<file path="src/rtl/wrb_pkg.sv">
// Shared definitions for the windowed 64-bit register bridge.
// Assumes host offsets fit in 8 bits; decode sizes them to HOST_AW.
package wrb_pkg;
    localparam logic [7:0] OFS_WORD_HI = 8'h00;
    localparam logic [7:0] OFS_WORD_LO = 8'h04;
    localparam logic [7:0] OFS_CMD     = 8'h08;
    localparam logic [7:0] OFS_CLEAR   = 8'h18;
    localparam logic [7:0] OFS_STATUS  = 8'h1C;
    localparam logic [7:0] OFS_IRQ_EN  = 8'h20;

    typedef enum logic {ENG_IDLE = 1'b0, ENG_WAIT = 1'b1} eng_state_t;

    typedef struct packed {
        logic wr_hi;
        logic wr_lo;
        logic wr_cmd;
        logic wr_clear;
        logic wr_irq_en;
    } host_strobes_t;
endpackage

</file>
<file path="src/rtl/wrb_host_decode.sv">
// Host write decoder: turns one host bus write into a per-register strobe.
// Assumes at most one host access per cycle; unmapped offsets give no strobe.
module wrb_host_decode
    import wrb_pkg::*;
#(
    parameter int HOST_AW = 8
) (
    input  logic               host_sel,
    input  logic               host_wr,
    input  logic [HOST_AW-1:0] host_addr,
    output host_strobes_t      strobes
);
    logic do_write;
    assign do_write = host_sel & host_wr;

    // Compare the offset against each mapped register
    always_comb begin
        strobes           = '0;
        strobes.wr_hi     = do_write && (host_addr == HOST_AW'(OFS_WORD_HI));
        strobes.wr_lo     = do_write && (host_addr == HOST_AW'(OFS_WORD_LO));
        strobes.wr_cmd    = do_write && (host_addr == HOST_AW'(OFS_CMD));
        strobes.wr_clear  = do_write && (host_addr == HOST_AW'(OFS_CLEAR));
        strobes.wr_irq_en = do_write && (host_addr == HOST_AW'(OFS_IRQ_EN));
    end
endmodule

</file>
<file path="src/rtl/wrb_engine.sv">
// Access engine: accepts a command word, range-checks it, and runs one
// wide access on the internal request/acknowledge bus.
// Assumes the responder raises int_ack for one cycle while int_req is high;
// int_err and int_rdata are only looked at in that cycle.
module wrb_engine
    import wrb_pkg::*;
#(
    parameter int          WORD_W     = 32,
    parameter int unsigned ADDR_LIMIT = 32
) (
    input  logic                clk,
    input  logic                rst_n,
    input  logic                cmd_strobe,
    input  logic [WORD_W-1:0]   cmd_word,
    input  logic [WORD_W-1:0]   stage_hi,
    input  logic [WORD_W-1:0]   stage_lo,
    output logic                int_req,
    output logic                int_we,
    output logic [WORD_W-2:0]   int_addr,
    output logic [2*WORD_W-1:0] int_wdata,
    input  logic                int_ack,
    input  logic                int_err,
    output logic                busy,
    output logic                accept,
    output logic                reject,
    output logic                load_rd,
    output logic                resp_err
);
    localparam int IADDR_W = WORD_W - 1;
    localparam int WIDE_W  = 2 * WORD_W;

    eng_state_t             state_q;
    logic                   we_q;
    logic [IADDR_W-1:0]     addr_q;
    logic [WIDE_W-1:0]      wdata_q;
    logic                   in_range;
    logic                   ack_seen;

    // Range check on the address field of the command
    assign in_range = ({1'b0, cmd_word[IADDR_W-1:0]} < WORD_W'(ADDR_LIMIT));
    assign busy     = (state_q == ENG_WAIT);
    assign accept   = cmd_strobe && !busy && in_range;
    assign reject   = cmd_strobe && !busy && !in_range;
    assign ack_seen = busy && int_ack;
    assign load_rd  = ack_seen && !we_q && !int_err;
    assign resp_err = ack_seen && int_err;

    // Sequence the idle/wait states and capture the access on acceptance
    always_ff @(posedge clk) begin
        if (!rst_n) begin
            state_q <= ENG_IDLE;
            we_q    <= 1'b0;
            addr_q  <= '0;
            wdata_q <= '0;
        end else begin
            case (state_q)
                ENG_IDLE: begin
                    if (accept) begin
                        state_q <= ENG_WAIT;
                        we_q    <= cmd_word[WORD_W-1];
                        addr_q  <= cmd_word[IADDR_W-1:0];
                        wdata_q <= {stage_hi, stage_lo};
                    end
                end
                ENG_WAIT: begin
                    if (int_ack) state_q <= ENG_IDLE;
                end
                default: state_q <= ENG_IDLE;
            endcase
        end
    end

    assign int_req   = busy;
    assign int_we    = we_q;
    assign int_addr  = addr_q;
    assign int_wdata = wdata_q;
endmodule

</file>
<file path="src/rtl/wrb_err_track.sv">
// Error tracker: sticky error flag with host clear, plus interrupt enable.
// A new error in the same cycle as a clear keeps the flag set.
module wrb_err_track (
    input  logic clk,
    input  logic rst_n,
    input  logic set_local,
    input  logic set_remote,
    input  logic clear,
    input  logic en_strobe,
    input  logic en_value,
    output logic err_flag,
    output logic irq_en,
    output logic irq
);
    logic err_q;
    logic en_q;

    // Hold the error until cleared; a set outranks a clear
    always_ff @(posedge clk) begin
        if (!rst_n) err_q <= 1'b0;
        else        err_q <= (err_q && !clear) || set_local || set_remote;
    end

    // Keep the interrupt enable bit written by the host
    always_ff @(posedge clk) begin
        if (!rst_n)         en_q <= 1'b0;
        else if (en_strobe) en_q <= en_value;
    end

    assign err_flag = err_q;
    assign irq_en   = en_q;
    assign irq      = err_q && en_q;
endmodule

</file>
<file path="src/rtl/wide_reg_bridge.sv">
// Top level: 32-bit host register window onto a 64-bit internal bus.
// Holds the staging words and the command readback, and serves host reads
// combinationally from host_addr. Assumes a single host master.
module wide_reg_bridge
    import wrb_pkg::*;
#(
    parameter int          WORD_W     = 32,
    parameter int          HOST_AW    = 8,
    parameter int unsigned ADDR_LIMIT = 32
) (
    input  logic                  clk,
    input  logic                  rst_n,
    input  logic                  host_sel,
    input  logic                  host_wr,
    input  logic [HOST_AW-1:0]    host_addr,
    input  logic [WORD_W-1:0]     host_wdata,
    output logic [WORD_W-1:0]     host_rdata,
    output logic                  int_req,
    output logic                  int_we,
    output logic [WORD_W-2:0]     int_addr,
    output logic [2*WORD_W-1:0]   int_wdata,
    input  logic                  int_ack,
    input  logic                  int_err,
    input  logic [2*WORD_W-1:0]   int_rdata,
    output logic                  irq
);
    localparam int WIDE_W = 2 * WORD_W;

    host_strobes_t      strb;
    logic [WORD_W-1:0]  data_hi_q;
    logic [WORD_W-1:0]  data_lo_q;
    logic [WORD_W-1:0]  cmd_q;
    logic               busy;
    logic               accept;
    logic               reject;
    logic               load_rd;
    logic               resp_err;
    logic               err_q;
    logic               irq_en;

    wrb_host_decode #(.HOST_AW(HOST_AW)) u_decode (
        .host_sel (host_sel),
        .host_wr  (host_wr),
        .host_addr(host_addr),
        .strobes  (strb)
    );

    wrb_engine #(.WORD_W(WORD_W), .ADDR_LIMIT(ADDR_LIMIT)) u_engine (
        .clk       (clk),
        .rst_n     (rst_n),
        .cmd_strobe(strb.wr_cmd),
        .cmd_word  (host_wdata),
        .stage_hi  (data_hi_q),
        .stage_lo  (data_lo_q),
        .int_req   (int_req),
        .int_we    (int_we),
        .int_addr  (int_addr),
        .int_wdata (int_wdata),
        .int_ack   (int_ack),
        .int_err   (int_err),
        .busy      (busy),
        .accept    (accept),
        .reject    (reject),
        .load_rd   (load_rd),
        .resp_err  (resp_err)
    );

    wrb_err_track u_err (
        .clk       (clk),
        .rst_n     (rst_n),
        .set_local (reject),
        .set_remote(resp_err),
        .clear     (strb.wr_clear),
        .en_strobe (strb.wr_irq_en),
        .en_value  (host_wdata[0]),
        .err_flag  (err_q),
        .irq_en    (irq_en),
        .irq       (irq)
    );

    // Upper staging word: read data outranks a host write
    always_ff @(posedge clk) begin
        if (!rst_n)          data_hi_q <= '0;
        else if (load_rd)    data_hi_q <= int_rdata[WIDE_W-1:WORD_W];
        else if (strb.wr_hi) data_hi_q <= host_wdata;
    end

    // Lower staging word: read data outranks a host write
    always_ff @(posedge clk) begin
        if (!rst_n)          data_lo_q <= '0;
        else if (load_rd)    data_lo_q <= int_rdata[WORD_W-1:0];
        else if (strb.wr_lo) data_lo_q <= host_wdata;
    end

    // Command readback holds the last accepted or refused command
    always_ff @(posedge clk) begin
        if (!rst_n)                  cmd_q <= '0;
        else if (accept || reject)   cmd_q <= host_wdata;
    end

    // Host read multiplexer
    always_comb begin
        host_rdata = '0;
        if (host_addr == HOST_AW'(OFS_WORD_HI))      host_rdata = data_hi_q;
        else if (host_addr == HOST_AW'(OFS_WORD_LO)) host_rdata = data_lo_q;
        else if (host_addr == HOST_AW'(OFS_CMD))     host_rdata = cmd_q;
        else if (host_addr == HOST_AW'(OFS_STATUS))
            host_rdata = {err_q, {(WORD_W-2){1'b0}}, busy};
        else if (host_addr == HOST_AW'(OFS_IRQ_EN))
            host_rdata = {{(WORD_W-1){1'b0}}, irq_en};
    end
endmodule

</file>
<file path="config.mk">
export PLATFORM = sky130hd
export DESIGN_NAME = wide_reg_bridge
export DESIGN_NICKNAME = d
export VERILOG_FILES = /design/src/rtl/wrb_pkg.sv /design/src/rtl/wrb_host_decode.sv /design/src/rtl/wrb_engine.sv /design/src/rtl/wrb_err_track.sv /design/src/rtl/wide_reg_bridge.sv
export SDC_FILE = /design/constraint.sdc
export NUM_CORES = 1
export LEC_CHECK = 0
export ABC_AREA = 1
export BUFFER_PORTS_ARGS = -buffer_cell sky130_fd_sc_hd__buf_2
export CAP_MARGIN = 10
export CORE_UTILIZATION = 30
export CTS_CLUSTER_DIAMETER = 120
export DETAILED_ROUTE_END_ITERATION = 7
export GPL_ROUTABILITY_DRIVEN = 0
export SYNTH_ARGS = -nofsm -noshare
export SYNTH_HDL_FRONTEND = slang
export SYNTH_HIERARCHICAL = 1
export SYNTH_SLANG_ARGS = --single-unit
</file>
<file path="constraint.sdc">
create_clock -name clk -period 3.4 [get_ports clk]
set_clock_uncertainty 0.2 [all_clocks]
set_input_delay 0.17 -clock clk [delete_from_list [all_inputs] [get_ports clk]]
set_output_delay 0.17 -clock clk [all_outputs]
set_load 0.05 [all_outputs]
</file>
==> metrics.txt, run 1 <==
pin slew with the least headroom to its limit=1.06 ns; number of clock sinks=195; clock transition time at the flip-flop clock pins of the worst setup and hold paths=0.08 ns; post-synthesis cell count=1375; final count of negative-setup-slack endpoints=0; Hold WC Path Type=input pin to flip-flop; max-cap check violation count=0; number of setup buffers added after CTS=0; final clock period utilization by the worst path=94.9%; maximum number of pins on one net before global-route repair=141; area of the core=29600 µm²; library cell contributing the largest single delay on the critical path=sky130_fd_sc_hd__buf_4; Clock Path Buffers=2; post-route core utilization=41.8%; overall overflow remaining after global route=0; library cell appearing most often on the critical path=sky130_fd_sc_hd__nand2_1; Final HPWL DP=20.6 mm; number of antenna cells inserted=0; LEAKAGE=5.97 nW; via count of the first global-routing pass=9577; number of cells in the finished layout apart from fillers=2094; number of distinct standard cells referenced by the synthesized netlist=24; detailed-route DRC error count=0; biggest area consumer among synthesized cells=sky130_fd_sc_hd__dfxtp_1; post-layout worst setup margin=0.173 ns; final net count=1801; top cell type's share of synthesized area=43.2%; clock buffers created by TritonCTS=17; FFs w/ async S/R, synth=0%; ratio of total power to cell area=370 nW/µm²; internal power=3.41 mW; TritonCTS clock tree=built; arrival time worst endpoint=3.41 ns; largest fanout of any net on the critical path=62; instance area at placement=10500 µm²; worst slew margin relative to its limit=29.2%; highest attainable clock frequency=310 MHz; result of the run=finished, violations left; most area-consuming cells after synthesis=sky130_fd_sc_hd__dfxtp_1, sky130_fd_sc_hd__nand2_1, sky130_fd_sc_hd__nand3_1; WL per Instance=15.7 µm; clock network fraction of design power=43.7%; latest clock arrival within the worst-skew pair=0.44 ns; number of detailed-route iterations in the first pass=5; Crit Path Category=flip-flop to flip-flop; top cell family by delay on the critical path=buffers and inverters; initial standard-cell utilization of the core=30.5%; critical path capture point type=flip-flop; root buffer selected by CTS=sky130_fd_sc_hd__clkbuf_16; violations in the final reports=hold timing; global-route wire length before repair=51.6 mm; area of the mapped netlist=9030 µm²; Net Count, Synth=1485; GRT Resource Usage Total=21.4%; peak per-stage delay on the critical path=0.72 ns; Port Buf Inserts=239; share of post-route cells with drive strength above 1=18.0%; Setup Slack @ Placement=0.741 ns; most used flip-flop cell after synthesis=sky130_fd_sc_hd__dfxtp_1; number of pins with negative max-slew slack in the final report=0; hold slack final=-0.00168 ns; H-tree levels=4; switching power share of the total=25.7%; per-instance average area after synthesis=6.57 µm²; most common cell in the netlist=sky130_fd_sc_hd__nand2_1; full die area=30800 µm²; height of the die=176 µm; net switching power=1.18 mW; setup_tns=0 ns; cell total after placement=1926; time the worst path needs with I/O delays and setup=3.23 ns; cells traversed along the worst timing path=nand2_1 -> nor3_2 -> buf_4 -> a22oi_1 -> nand2_1 -> dlygate4sd3_1 -> nand2_1 -> inv_1; number of I/O pins=240; number of antenna violations at the first check in global routing=0; YS warnings=6; Critical Path RT=3.58 ns; setup repair after global routing missed its margin=yes; die extent in x=176 µm; count of flip-flops with a built-in enable after synthesis=0; Crit path buffers/inverters=3; layout-stage area growth over the synthesis result=37.1%; wirelength, routed=32.9 mm; Comb power frac=6.5%; Post-Layout Inst Area=12400 µm²; standard-cell row count=63; number of routed nets with antenna violations=0; vias per inst=4.73; total design power=4.59 mW; register bit count reported by yosys=195; share of the yosys chip area belonging to registers=43.2%; detailed router's first-iteration violation count=793; kind of launch point of the worst setup path=flip-flop; list of most frequent post-synthesis cells=sky130_fd_sc_hd__nand2_1, sky130_fd_sc_hd__nor2_1, sky130_fd_sc_hd__dfxtp_1; number of gates resized after cts=0; Hold Fails Final Rpt=1; sequential share of power=49.8%; number of vias after detailed routing=9903; worst vdd ir=0.255 mV
-- routing by layer --
metal / vias to the layer above / global-route usage (%) / routed length, µm
met1: 4586 / 28.4 / 15100
met3: 40 / 4.83 / 2180
li1: 4942 / - / -
met4: 0 / 6.49 / 689
met2: 335 / 34.6 / 14900
met5: - / 0 / 0
-- worst register-to-register path: stages (launching register included) --
cell and delay [ns]:
sky130_fd_sc_hd__dfxtp_1 0.50, sky130_fd_sc_hd__nand2_1 0.14, sky130_fd_sc_hd__nor3_2 0.53, sky130_fd_sc_hd__buf_4 0.72, sky130_fd_sc_hd__a22oi_1 0.29, sky130_fd_sc_hd__nand2_1 0.11, sky130_fd_sc_hd__dlygate4sd3_1 0.56, sky130_fd_sc_hd__nand2_1 0.05
sky130_fd_sc_hd__inv_1 0.07
-- state kept, by name, summed over array words and instances, names as in the netlist --
register	flops
u_engine/int_wdata	64
cmd_q	32
data_hi_q	32
data_lo_q	32
u_engine/int_addr	31
u_engine/busy	1
u_engine/int_we	1
u_err/err_flag	1
u_err/irq_en	1
-- final cells by class --
cell class	count	area, µm²
fill	3162	17300
multi-input combinational	927	4100
sequential	195	3900
timing repair buffer	390	2730
inverter	160	601
tap	390	488
clock buffer	17	425
clock inverter	15	140
-- final timing paths --
kind | start | to | slack [ns] | cells after the start
worst max-delay path | u_engine/busy | data_lo_q[25] | 0.17 | 8
worst min-delay path | rst_n | u_engine/busy | -0.002 | 3
worst max register to register | u_engine/busy | data_lo_q[25] | 0.17 | 8
worst min register to register | u_engine/int_addr[8] | u_engine/int_addr[8] | 0.24 | 2
-- cells in the final DEF (no fill, tap or decap), drive strengths merged --
cell type,synthesis,routed
buf,69,254
nand2,387,387
clkbuf,24,17
dfxtp,195,195
nand3,167,167
dlygate4sd3,0,136
a22oi,22,22
o211ai,19,19
nor2,207,207
inv,159,168
clkinv,1,6
nand4,1,1
o21ai,47,47
a21oi,74,74
clkinvlp,0,1
nor3,3,3
-- timing repair --
action / 4_1_cts / 5_1_grt
setup endpoints to repair: 0 / 1
hold buffers: 136 / 0
hold endpoints to repair: 105 / 0
-- kinds of logic (layout without fill, tap and decap cells) --
logic type,Yosys count,count (layout),synth area share [%]
simple gates,765,765,34.7
flops,195,195,43.2
compound gates,162,162,10.1
buf+inv,253,582,11.9
-- power groups by stage --
stage / sequential (mW) / clock [mW] / combinational (mW)
after floorplan: 2.34 / 0 / 0.0860
after global placement: 2.34 / 0 / 0.207
after detailed placement: 2.34 / 0 / 0.207
after CTS: 2.28 / 2.06 / 0.297
after global routing: 2.28 / 2.15 / 0.326
final: 2.28 / 2.01 / 0.298
Power figures use the tool's default switching activity.
==> run 2, diff against run 1 <==
--- a/config.mk
+++ b/config.mk
@@ -12,6 +12,7 @@
 export CTS_CLUSTER_DIAMETER = 120
 export DETAILED_ROUTE_END_ITERATION = 7
 export GPL_ROUTABILITY_DRIVEN = 0
+export REMOVE_ABC_BUFFERS = 1
 export SYNTH_ARGS = -nofsm -noshare
 export SYNTH_HDL_FRONTEND = slang
 export SYNTH_HIERARCHICAL = 1
==> metrics.txt, run 2 (same netlist as run 1, synthesis figures left out) <==
number of flip-flops in the largest register=64 (unchanged); number of I/O pins=240 (unchanged); die extent in x=176 µm (unchanged); final net count=1814 (+0.72%); number of routed nets with antenna violations=0 (unchanged); number of antenna violations at the first check in global routing=1 (+1); initial standard-cell utilization of the core=30.5% (unchanged); arrival time worst endpoint=3.18 ns (-0.23 ns); detailed router's first-iteration violation count=601 (-24%); height of the die=176 µm (unchanged); time the worst path needs with I/O delays and setup=3.04 ns (-0.192 ns); WL per Instance=15.0 µm (-4.5%); Critical Path RT=3.54 ns (-0.04 ns); worst slew margin relative to its limit=33.4% (+4.2 points); kind of launch point of the worst setup path=flip-flop; global-route wire length before repair=49.5 mm (-4.1%); number of gates resized after cts=0 (unchanged); vias per inst=4.62 (-2.4%); most frequent cells in the layout=sky130_fd_sc_hd__nand2_1, sky130_fd_sc_hd__buf_2, sky130_fd_sc_hd__nor2_1, sky130_fd_sc_hd__dfxtp_1, sky130_fd_sc_hd__nand3_1; detailed-route DRC error count=0 (unchanged); Hold WC Path Type=input pin to flip-flop; Clock Path Buffers=2 (unchanged); LEAKAGE=5.96 nW (-0.12%); Crit Path Category=flip-flop to flip-flop; number of detailed-route iterations in the first pass=5 (unchanged); worst vdd ir=0.269 mV (+5.6%); TritonCTS clock tree=built; sequential share of power=50.3% (+0.5 points); full die area=30800 µm² (unchanged); H-tree levels=4 (unchanged); wirelength, routed=31.6 mm (-3.9%); highest attainable clock frequency=329 MHz (+6.3%); largest fanout of any net on the critical path=48 (-23%); final clock period utilization by the worst path=89.3% (-5.6 points); overall overflow remaining after global route=0 (unchanged); instance area at placement=10500 µm² (+0.36%); Hold Fails Final Rpt=0 (-1); latest clock arrival within the worst-skew pair=0.44 ns (about the same); GRT Resource Usage Total=20.6% (-0.79 points); layout-stage area growth over the synthesis result=38.2%; share of post-route cells with drive strength above 1=18.1% (+0.16 points); maximum number of pins on one net before global-route repair=141 (unchanged); number of pins with negative max-slew slack in the final report=0 (unchanged); standard-cell row count=63 (unchanged); clock buffers created by TritonCTS=17 (unchanged); Final HPWL DP=20.1 mm (-2.6%); Post-Layout Inst Area=12500 µm² (+0.83%); net switching power=1.15 mW (-2.7%); number of clock sinks=195 (unchanged); Comb power frac=6.6% (about the same); clock transition time at the flip-flop clock pins of the worst setup and hold paths=0.08 ns (about the same); via count of the first global-routing pass=9360 (-2.3%); Port Buf Inserts=239 (unchanged); result of the run=completed; ratio of total power to cell area=364 nW/µm² (-1.9%); clock network fraction of design power=43.1% (-0.6 points); switching power share of the total=25.3% (-0.42 points); max-cap check violation count=0 (unchanged); area of the core=29600 µm² (unchanged); internal power=3.39 mW (-0.48%); number of vias after detailed routing=9729 (-1.8%); setup repair after global routing missed its margin=no; critical path capture point type=flip-flop; most common library cell in the layout ignoring fill and taps=sky130_fd_sc_hd__nand2_1; pin slew with the least headroom to its limit=0.998 ns (-0.0632 ns); root buffer selected by CTS=sky130_fd_sc_hd__clkbuf_16; total design power=4.54 mW (-1.0%); final count of negative-setup-slack endpoints=0 (unchanged)
-- run 2: cell count changes in the layout (fill, tap and decap cells not counted), sizes merged --
cell         before  now
clkinvlp          1    3
dlygate4sd3     136  144
buf             254  259
diode             0    1
inv             168  166
-- run 2: worst paths after layout --
path	start	end	slack, ns	cells after the start
max	u_engine/busy	data_hi_q[3]	0.36	8
min	host_addr[3]	u_err/err_flag	0.07	6
max reg2reg	u_engine/busy	data_hi_q[3]	0.36	8
min reg2reg	u_engine/int_addr[26]	u_engine/int_addr[26]	0.23	2
-- run 2: layout make-up --
type	instances	area, µm²
fill	3145	17200
multi-input combinational	927	4100
sequential	195	3900
timing repair buffer	403	2840
inverter	160	601
tap	390	488
clock buffer	17	425
clock inverter	15	123
antenna	1	2.50
-- run 2: through the flow --
step                cells  utilization, %  hold WS (ns)  setup WS [ns]  setup TNS (ns)
floorplan            1282               -        0.0676          -2.86         -312.23
global placement     1931            35.4         0.223          0.830               0
detailed placement   1931            35.4         0.225          0.822               0
CTS                  2107            42.1        0.0253          0.359               0
global route         2108            42.1        0.0893          0.174               0
finish               2108            42.1        0.0712          0.364               0
-- run 2: layer usage --
layer  track usage (%)  vias to the layer above  share of wire, %
met3              4.72                       33               6.2
met5                 0                        -                 0
met1              27.6                     4448                47
met4              6.09                        0               1.5
met2              32.9                      293                45
li1                  -                     4955                 -
-- run 2: timing repair --
action                                 in CTS  in global routing
buffers inserted                            0                  0
hold buffers                              144                  0
endpoints found under the hold margin     131                  0
-- run 2: worst max-delay path, stage by stage, from the launching register on --
cell                            delay [ns]
sky130_fd_sc_hd__dfxtp_1              0.48
sky130_fd_sc_hd__nand2_1              0.13
sky130_fd_sc_hd__nor3_2               0.49
sky130_fd_sc_hd__inv_2                0.58
sky130_fd_sc_hd__nand2_1              0.25
sky130_fd_sc_hd__o211ai_1             0.11
sky130_fd_sc_hd__dlygate4sd3_1        0.59
sky130_fd_sc_hd__nand2_1              0.06
sky130_fd_sc_hd__inv_1                0.04
-- run 2: power groups by stage --
stage / Combinational [mW] / Sequential [mW] / Clock, mW
2_1_floorplan: 0.0616 / 2.34 / 0
3_3_place_gp: 0.205 / 2.34 / 0
3_5_place_dp: 0.204 / 2.34 / 0
4_1_cts: 0.298 / 2.28 / 2.02
5_1_grt: 0.326 / 2.28 / 2.12
6_report: 0.298 / 2.28 / 1.96
